<file path="src/rtl/perf_mon_pkg.sv">
// Shared constants of the performance monitoring unit: event codes,
// register addresses and command bit positions.
package perf_mon_pkg;
    localparam int N_EVT      = 20;
    localparam int SEL_W      = 5;
    localparam int NUM_EV     = 2;
    localparam int SEL_STRIDE = 8;
    localparam int ADDR_W     = 3;

    // event codes with non-plain counting rules
    localparam logic [SEL_W-1:0] CODE_EPISODE = 5'd9;
    localparam logic [SEL_W-1:0] CODE_WRBACK  = 5'd12;
    localparam logic [SEL_W-1:0] CODE_PCWRITE = 5'd13;
    localparam logic [SEL_W-1:0] CODE_LAST    = SEL_W'(N_EVT - 1);

    // register addresses
    localparam logic [ADDR_W-1:0] A_CTRL    = 3'd0;
    localparam logic [ADDR_W-1:0] A_SEL     = 3'd1;
    localparam logic [ADDR_W-1:0] A_CYC     = 3'd2;
    localparam logic [ADDR_W-1:0] A_CYC_OVF = 3'd3;
    localparam logic [ADDR_W-1:0] A_EV0     = 3'd4;
    localparam logic [ADDR_W-1:0] A_EV0_OVF = 3'd5;
    localparam logic [ADDR_W-1:0] A_EV1     = 3'd6;
    localparam logic [ADDR_W-1:0] A_EV1_OVF = 3'd7;

    localparam int BIT_START = 0;
    localparam int BIT_STOP  = 1;
endpackage

</file>
<file path="src/rtl/perf_evt_sel.sv">
// Event selector: turns a selection code and the event inputs into a
// per-cycle increment of 0, 1 or 2. Purely combinational. Assumes the
// caller supplies the previous-cycle sample of the episode input.
module perf_evt_sel
    import perf_mon_pkg::*;
(
    input  logic [SEL_W-1:0] code,
    input  logic [N_EVT-1:0] evt,
    input  logic             ep_prev,
    input  logic             wb_full,
    input  logic             mode_chg,
    output logic [1:0]       inc
);
    // decode the increment for the selected event
    always_comb begin
        inc = 2'd0;
        if (code <= CODE_LAST) begin
            if (code == CODE_EPISODE)
                inc = {1'b0, evt[code] & ~ep_prev};
            else if (code == CODE_WRBACK)
                inc = evt[code] ? (wb_full ? 2'd2 : 2'd1) : 2'd0;
            else if (code == CODE_PCWRITE)
                inc = {1'b0, evt[code] & ~mode_chg};
            else
                inc = {1'b0, evt[code]};
        end
    end

    // unused codes never produce an increment
    always_comb begin
        if (code > CODE_LAST)
            unused_code_chk: assert (inc == 2'd0);
    end
endmodule

</file>
<file path="src/rtl/perf_counter.sv">
// One counter with its overflow tally. Adds inc (0..2) when en is high.
// A carry out of the counter bumps the tally, which saturates. clr takes
// priority over counting. Assumes en is low whenever clr is high.
module perf_counter #(
    parameter int CNT_W = 32,
    parameter int OVF_W = 16
) (
    input  logic             clk,
    input  logic             rst_n,
    input  logic             clr,
    input  logic             en,
    input  logic [1:0]       inc,
    output logic [CNT_W-1:0] count,
    output logic [OVF_W-1:0] ovf
);
    localparam logic [CNT_W-1:0] CNT_MAX = '1;
    localparam logic [OVF_W-1:0] OVF_MAX = '1;

    logic [CNT_W:0] sum;
    logic           carry;

    // widened add so the wrap shows up as a carry bit
    always_comb begin
        sum   = {1'b0, count} + (CNT_W + 1)'(inc);
        carry = sum[CNT_W];
    end

    // count register and saturating overflow tally
    always_ff @(posedge clk) begin
        if (!rst_n || clr) begin
            count <= '0;
            ovf   <= '0;
        end else if (en) begin
            count <= sum[CNT_W-1:0];
            if (carry && ovf != OVF_MAX)
                ovf <= ovf + 1'b1;
        end
    end

    // a wrap from all-ones bumps an unsaturated tally
    wrap_bump_chk: assert property (@(posedge clk) disable iff (!rst_n)
        en && !clr && count == CNT_MAX && inc != 2'd0 && ovf != OVF_MAX
        |=> ovf == $past(ovf) + 1'b1);

    // a saturated tally stays saturated until cleared
    ovf_sat_chk: assert property (@(posedge clk) disable iff (!rst_n)
        ovf == OVF_MAX && !clr |=> ovf == OVF_MAX);

    // a stopped counter holds all values
    hold_chk: assert property (@(posedge clk) disable iff (!rst_n)
        !en && !clr |=> $stable(count) && $stable(ovf));

    // start clears count and tally
    clear_chk: assert property (@(posedge clk) disable iff (!rst_n)
        clr |=> count == '0 && ovf == '0);
endmodule

</file>
<file path="src/rtl/perf_mon_unit.sv">
// Performance monitoring unit: one cycle counter and two event counters,
// each with an overflow tally, behind a small register port. Start clears
// and runs, stop freezes. Selection codes are latched at start.
// Assumes CNT_W and OVF_W are at most 32.
module perf_mon_unit
    import perf_mon_pkg::*;
#(
    parameter int CNT_W = 32,
    parameter int OVF_W = 16
) (
    input  logic              clk,
    input  logic              rst_n,
    input  logic              wr_en,
    input  logic [ADDR_W-1:0] wr_addr,
    input  logic [31:0]       wr_data,
    input  logic [ADDR_W-1:0] rd_addr,
    output logic [31:0]       rd_data,
    input  logic [N_EVT-1:0]  evt_i,
    input  logic              wb_full_line,
    input  logic              pc_mode_change
);
    logic             running;
    logic             ep_prev;
    logic             ctrl_wr, sel_wr, cmd_start, cmd_stop, cnt_en;
    logic [SEL_W-1:0] sel_q   [NUM_EV];
    logic [SEL_W-1:0] sel_lat [NUM_EV];
    logic [CNT_W-1:0] ev_cnt  [NUM_EV];
    logic [OVF_W-1:0] ev_ovf  [NUM_EV];
    logic [CNT_W-1:0] cyc_cnt;
    logic [OVF_W-1:0] cyc_ovf;

    // command decode; stop wins over start
    always_comb begin
        ctrl_wr   = wr_en && wr_addr == A_CTRL;
        sel_wr    = wr_en && wr_addr == A_SEL;
        cmd_stop  = ctrl_wr && wr_data[BIT_STOP];
        cmd_start = ctrl_wr && wr_data[BIT_START] && !wr_data[BIT_STOP];
        cnt_en    = running && !cmd_stop && !cmd_start;
    end

    // running flag
    always_ff @(posedge clk) begin
        if (!rst_n)         running <= 1'b0;
        else if (cmd_stop)  running <= 1'b0;
        else if (cmd_start) running <= 1'b1;
    end

    // previous-cycle sample of the episode input, taken every clock
    always_ff @(posedge clk) begin
        if (!rst_n) ep_prev <= 1'b0;
        else        ep_prev <= evt_i[CODE_EPISODE];
    end

    perf_counter #(.CNT_W(CNT_W), .OVF_W(OVF_W)) cyc_u (
        .clk(clk), .rst_n(rst_n), .clr(cmd_start), .en(cnt_en),
        .inc(2'd1), .count(cyc_cnt), .ovf(cyc_ovf)
    );

    for (genvar g = 0; g < NUM_EV; g++) begin : g_ev
        logic [1:0] inc;

        // software-visible selection code
        always_ff @(posedge clk) begin
            if (!rst_n)      sel_q[g] <= '0;
            else if (sel_wr) sel_q[g] <= wr_data[g*SEL_STRIDE +: SEL_W];
        end

        // selection latched at start
        always_ff @(posedge clk) begin
            if (!rst_n)         sel_lat[g] <= '0;
            else if (cmd_start) sel_lat[g] <= sel_q[g];
        end

        perf_evt_sel sel_u (
            .code(sel_lat[g]), .evt(evt_i), .ep_prev(ep_prev),
            .wb_full(wb_full_line), .mode_chg(pc_mode_change), .inc(inc)
        );

        perf_counter #(.CNT_W(CNT_W), .OVF_W(OVF_W)) cnt_u (
            .clk(clk), .rst_n(rst_n), .clr(cmd_start), .en(cnt_en),
            .inc(inc), .count(ev_cnt[g]), .ovf(ev_ovf[g])
        );

        // the latched code changes only at start
        sel_latch_chk: assert property (@(posedge clk) disable iff (!rst_n)
            !cmd_start |=> $stable(sel_lat[g]));
    end

    // read multiplexer
    always_comb begin
        rd_data = '0;
        case (rd_addr)
            A_CTRL:    rd_data[0] = running;
            A_SEL:     for (int i = 0; i < NUM_EV; i++)
                           rd_data[i*SEL_STRIDE +: SEL_W] = sel_q[i];
            A_CYC:     rd_data[CNT_W-1:0] = cyc_cnt;
            A_CYC_OVF: rd_data[OVF_W-1:0] = cyc_ovf;
            A_EV0:     rd_data[CNT_W-1:0] = ev_cnt[0];
            A_EV0_OVF: rd_data[OVF_W-1:0] = ev_ovf[0];
            A_EV1:     rd_data[CNT_W-1:0] = ev_cnt[1];
            default:   rd_data[OVF_W-1:0] = ev_ovf[1];
        endcase
    end

    // a stop command leaves the unit stopped
    stop_cmd_chk: assert property (@(posedge clk) disable iff (!rst_n)
        cmd_stop |=> !running);

    // while running, the cycle counter steps by one
    cyc_step_chk: assert property (@(posedge clk) disable iff (!rst_n)
        cnt_en |=> cyc_cnt == $past(cyc_cnt) + 1'b1);
endmodule

</file>
<file path="config.mk">
export PLATFORM = sky130hd
export DESIGN_NAME = perf_mon_unit
export DESIGN_NICKNAME = d
export VERILOG_FILES = /design/src/rtl/perf_mon_pkg.sv /design/src/rtl/perf_evt_sel.sv /design/src/rtl/perf_counter.sv /design/src/rtl/perf_mon_unit.sv
export SDC_FILE = /design/constraint.sdc
export NUM_CORES = 1
export LEC_CHECK = 0
export ABC_CLOCK_PERIOD_IN_PS = 7700
export BUFFER_PORTS_ARGS = -buffer_cell sky130_fd_sc_hd__clkbuf_2
export CORE_UTILIZATION = 61
export DETAILED_ROUTE_END_ITERATION = 12
export PLACE_DENSITY = 0.82
export SETUP_SLACK_MARGIN = 0.2
export SYNTH_ARGS = -nofsm -noshare
export SYNTH_HDL_FRONTEND = slang
export SYNTH_SLANG_ARGS = --single-unit
export TNS_END_PERCENT = 1
</file>
<file path="constraint.sdc">
create_clock -name clk -period 7.7 [get_ports clk]
set_input_delay 0 -clock clk [delete_from_list [all_inputs] [get_ports clk]]
set_output_delay 0 -clock clk [all_outputs]
set_load 0.005 [all_outputs]
</file>
* After elaboration in Yosys (flattened, before gate mapping)
Memory sizes are Yosys's and may differ from the RTL's.
Index checks and enable logic that the tools add are counted.
Widths: inputs -> output; s select.
** Cells by class
- Add/sub/neg operators :: 6
- $lt $le $gt $ge :: 4
- Equality and inequality tests :: 16
- Muxes and demuxes :: 32
- Bitwise gates (word level) :: 11
- Reduce and logical (&&, ||, !) cells :: 22
** Operators by type and width (count)
- $add 32x2->33 :: 2
- $add 16x1->16 const B :: 3
- $ne 16x16->1 const B :: 3
- $pmux 16 s3 :: 1
- $pmux 3 s6 :: 2
- $pmux 5 s7 :: 1
- $add 32x1->33 const B :: 1
- $eq 5x4->1 const B :: 6
- $pmux 4 s7 :: 1
- $mux 5 :: 4
- $mux 2 :: 9
- $lt 5x6->1 const B :: 2
- $mux 1 :: 11
- $bmux 1 s5 :: 2
- $le 5x5->1 const B :: 2
- $logic_and 1x1->1 :: 10
- $eq 3x3->1 const B :: 3
- $pmux 1 s7 :: 1
- $eq 3x1->1 const B :: 2
- $eq 3x2->1 const B :: 2
- $logic_not 3->1 :: 2
- $reduce_and 2->1 :: 3
- $and 1x1->1 :: 4
- $logic_not 1->1 :: 4
- other kinds (4) :: 10
** Word-level totals
- Register bits after elaboration :: 146
- RAM bits :: 20
- Input port bits :: 63
- Output and inout bits :: 32
- Word-level logic and storage cells :: 101
- Memories kept :: 2
** Memories
- sel_lat :: words 2, bits a word 5, read ports 2, clocked after Yosys merged registers in 0, wr ports 2, line perf_mon_unit.sv:26 : logic [SEL_W-1:0] sel_lat [NUM_EV];
- sel_q :: words 2, bits a word 5, read ports 2, clocked after Yosys merged registers in 0, wr ports 2, line perf_mon_unit.sv:25 : logic [SEL_W-1:0] sel_q [NUM_EV];

* Logic depth before layout (Yosys ltp)
An unclocked memory read counts as a cell.
- Depth in word-level cells :: 11
- Mapped depth :: 16
- Mapped depth without buffers :: 14

* Modules after synthesis
Synthesis repeated with hierarchy kept, for this count alone.
** Unflattened totals
- Cell total of the unflattened synthesis :: 1127
- Area, all modules :: 9729.3 um2
** By module, submodules not included
- perf_counter :: times used 3, cells an instance 271, area each 2334.7 um2
- perf_mon_unit :: times used 1, cells an instance 252, area each 2202.1 um2
- perf_evt_sel :: times used 2, cells an instance 31, area each 261.5 um2

* Worst setup path after synthesis
No wires, ideal clock.
- Kind :: register to register
- Start :: memory sel_lat[0][1]
- End :: register g_ev[0].cnt_u.ovf[9]
- Library setup time :: 0.072 ns
- Arrival :: 3.216 ns
- Data required time :: 7.628 ns
- Slack :: 4.413 ns
- Stages on the path, launching flop included :: 15
- Path buffers :: 1
- Clock period less this slack :: 3.287 ns
- Cell sequence :: edfxtp_1 -> clkbuf_1 -> mux4_2 -> nor2_1 -> a311oi_1 -> nor3_1 -> nor2_1 -> ha_1 -> inv_1 -> fa_1 -> nand2b_1 -> nor4_4 -> nand2_1 -> nor4_1 -> mux2i_1
** RTL lines
- from (decl) :: line perf_mon_unit.sv:26
- to (signal assigned) :: line perf_counter.sv:36 : ovf <= ovf + 1'b1;
- to (decl) :: line perf_counter.sv:14 : output logic [OVF_W-1:0] ovf

==> qor.yml <==
critical_path:
  worstReg2RegStart: "sel_lat[1][1]"
  cp_cell_sequence: "mux4_2, nor2_1, a311oi_1, nor3_1, nor4b_1, fa_1, o2111a_1, nand4_1, nor4_1, xnor2_1, nor2_1"
  crit_required_ns: 7.99
  crit_top_cell: "nor2_1"
  worstSetupEndpointType: "flop"
  crit_start: "sel_lat[1][1]"
  critPathLaunchType: "flop"
  worstPathArrival_ns: 4.94
  critPathMaxFanout: 22
  cp_slowest_stage_delay_ns: 0.92
  crit_type: "flop to flop"
  crit_path_top_delay_cell: "nand4_1"
yosys:
  synth_mux_area_share_pct: 8.41
  synthXorXnorAreaFrac_pct: 11.3
  post-synth-top-area-cell: "dfxtp_1"
  async_reset_ff_share_pct: 0
  synth_top_family_by_area: "simple AND/OR/NAND/NOR gates"
  synth_nets: 1137
  ys_ff_latch: 166
  avgSynthCellArea_um2: 8.54
  netlist_area_um2: 9090
  synth-adder-area-share_pct: 1.54
  syn_inst: 1064
  synth_warnings: 0
  synthTopCellsByArea: "dfxtp_1 32%, nor2_1 7.8%, xor2_1 7.1%"
  synth_compound_area_share_pct: 9.10
  synthSimpleGateAreaFrac_pct: 28.0
  synth_top_flop_cell: "dfxtp_1"
  ys_types: 64
  yosys.area.top_type_share_pct: 32.2
  synth-edff-count: 20
  ys_seq_area_share_pct: 38.8
clocking:
  root_buffer: "clkbuf_16"
  clkTransAtPathRegs_ns: 0.06
  clock_sinks: 166
  cts_buffers: 17
  insertion_delay_ns: 0.43
  cts_resized: 0
  cts_tree: "done"
  cts_max_path_buffers: 2
  htreeDepth: 4
routing:
  drcViolationCount: 0
  firstDrtPassIters: 5
  drtIter0Drc: 794
  wire_per_inst_um: 17.8
  ant_nets: 0
  vias: 8152
  via_per_inst: 6.18
  routed_wl_um: 23500
sta:
  finalHoldViolCount: 0
  fin_ws_ns: 3.05
  setup_violations: 0
  tns_ns: 0
  skew_ns: 0.00762
  worst_pin_slew_ns: 1.25
  grt_setup_unrepaired: "false"
  max_freq_ghz: 0.215
  relSlewSlack_pct: 16.3
  slew_violations: 0
  period_share_pct: 60.4
  final.min_clock_period_ns: 4.65
placed_design:
  place.gp.congestion: 0.883
  portBuffers: 72
  hpwl_um: 16100
  dp_slack_ns: 3.14
final_layout:
  antenna_cells: 0
  num-fill-cells: 1120
  finalNetCount: 1196
  final_layout_size_suffix_gt1_share_pct: 13.4
  syn_to_final_growth_pct: 12.3
floorplan:
  initial_core_util_pct: 62.5
  core-area_um2: 14500
  dieArea_um2: 15400
  floorplan.die.height_um: 124
  die_x_um: 124
  num_rows: 44
  io_pins: 95
pwr:
  vdd_drop_max_uv: 169
  power_leakage_uw: 0.00379
  power_density_nw_per_um2: 173
grt:
  grt_use_total_pct: 31.2
  first_global_vias: 7411
  grt_pass1_wl_um: 36600
  grt_max_degree: 80
  antenna_found_initial: 0
  grt-ovfl-total: 0
run_status:
  status: "finished clean"
run:
  drv_cap: 0
min_path:
  min_path_type: "primary input to flop"
  min_from: "wb_full_line"
kinds of logic (layout without fill, tap and decap cells):
group / after synthesis / in the layout
AO/OA/AOI/OAI: 127 / 127
XOR/XNOR: 117 / 117
adder cells (fa/ha/maj): 10 / 10
buffers and inverters: 69 / 140
flip-flops: 166 / 166
multiplexers: 62 / 62
AND/OR/NAND/NOR: 513 / 513
layout by cell type, fill, tap and decap left out, types with 18 or more instances in the layout:
cell	count
a21oi_1	37
and2_1	28
and3_1	31
clkbuf_16	18
clkbuf_2	72
dfxtp_1	146
edfxtp_1	20
mux2_2	25
mux2i_1	28
nand2_1	80
nand3_1	57
nand4_1	27
nor2_1	189
nor3_1	27
o21ai_0	25
xnor2_1	43
xor2_1	74
final cells by class:
class | instances | area [µm²] | area share, %
clock buffer | 21 | 472 | 4.62
clock inverter | 10 | 53.8 | 0.527
inverter | 15 | 58.8 | 0.576
multi-input combinational | 829 | 5310 | 52.0
sequential | 166 | 3520 | 34.5
tap | 184 | 230 | 2.26
timing repair buffer | 94 | 561 | 5.49
path summary, 6_finish.rpt:
| path | to | slack, ns | depth (start not counted) |
|---|---|---|---|
| max | g_ev[1].cnt_u.ovf[13] | 3.05 | 11 |
| min | g_ev[0].cnt_u.count[1] | 0.21 | 5 |
| max reg2reg | g_ev[1].cnt_u.ovf[13] | 3.05 | 11 |
| min reg2reg | g_ev[1].cnt_u.count[21] | 0.51 | 2 |
synthesized netlist by cell type (28+ instances only):
cell type    n
xnor2_1     43
clkbuf_1    46
nor2_1     189
a21oi_1     37
xor2_1      74
mux2i_1     28
and2_1      28
nand3_1     57
dfxtp_1    146
and3_1      31
nand2_1     80
what timing repair did:
action | in CTS | in global routing
buffers inserted | 0 | 0
hold buffers | 14 | 0
hold endpoints to repair | 12 | 0
setup endpoints to repair | 0 | 0
stage by stage:
stage | hold WS, ns | util, % | instance area (µm²) | total power [µW] | instances
finish | 0.207 | 70.2 | 10200 | 1760 | 1319
global route | 0.273 | 70.2 | 10200 | 1810 | 1319
CTS | 0.209 | 70.2 | 10200 | 1760 | 1319
detailed placement | 0.252 | 65.6 | 9540 | 1000 | 1274
global placement | 0.242 | 65.6 | 9540 | 1000 | 1274
floorplan | 0.122 | - | 9090 | 965 | 1064
critical path: cells and delay by family, from the launching register on:
| kind | cells | cell delay, ns |
|---|---|---|
| XOR/XNOR | 1 | 0.18 |
| flip-flops | 1 | 0.55 |
| multiplexers | 1 | 0.41 |
| AO/OA/AOI/OAI | 2 | 0.68 |
| AND/OR/NAND/NOR | 6 | 2.36 |
| adder cells (fa/ha/maj) | 1 | 0.31 |
layer usage:
layer  global-route usage, %  routed length, µm  vias up
li1                        -                  -     3887
met1                    40.2               9860     3826
met2                    50.7              11000      388
met3                    5.82               1810       51
met4                    13.9                792        0
met5                       0                  0        -
registers in the layout, indices dropped and copies added (netlist names):
register / flops
cyc_u.count: 32
cyc_u.ovf: 16
ep_prev: 1
g_ev.cnt_u.count: 64
g_ev.cnt_u.ovf: 32
running: 1
sel_lat: 10
sel_q: 10
report_power, final:
part,total [µW],internal [µW],switching (µW)
clock network,772,433,339
logic,102,39.8,61.8
registers,889,881,7.43
total,1760,1350,408
Note: power is estimated with default switching activity, not from simulation.
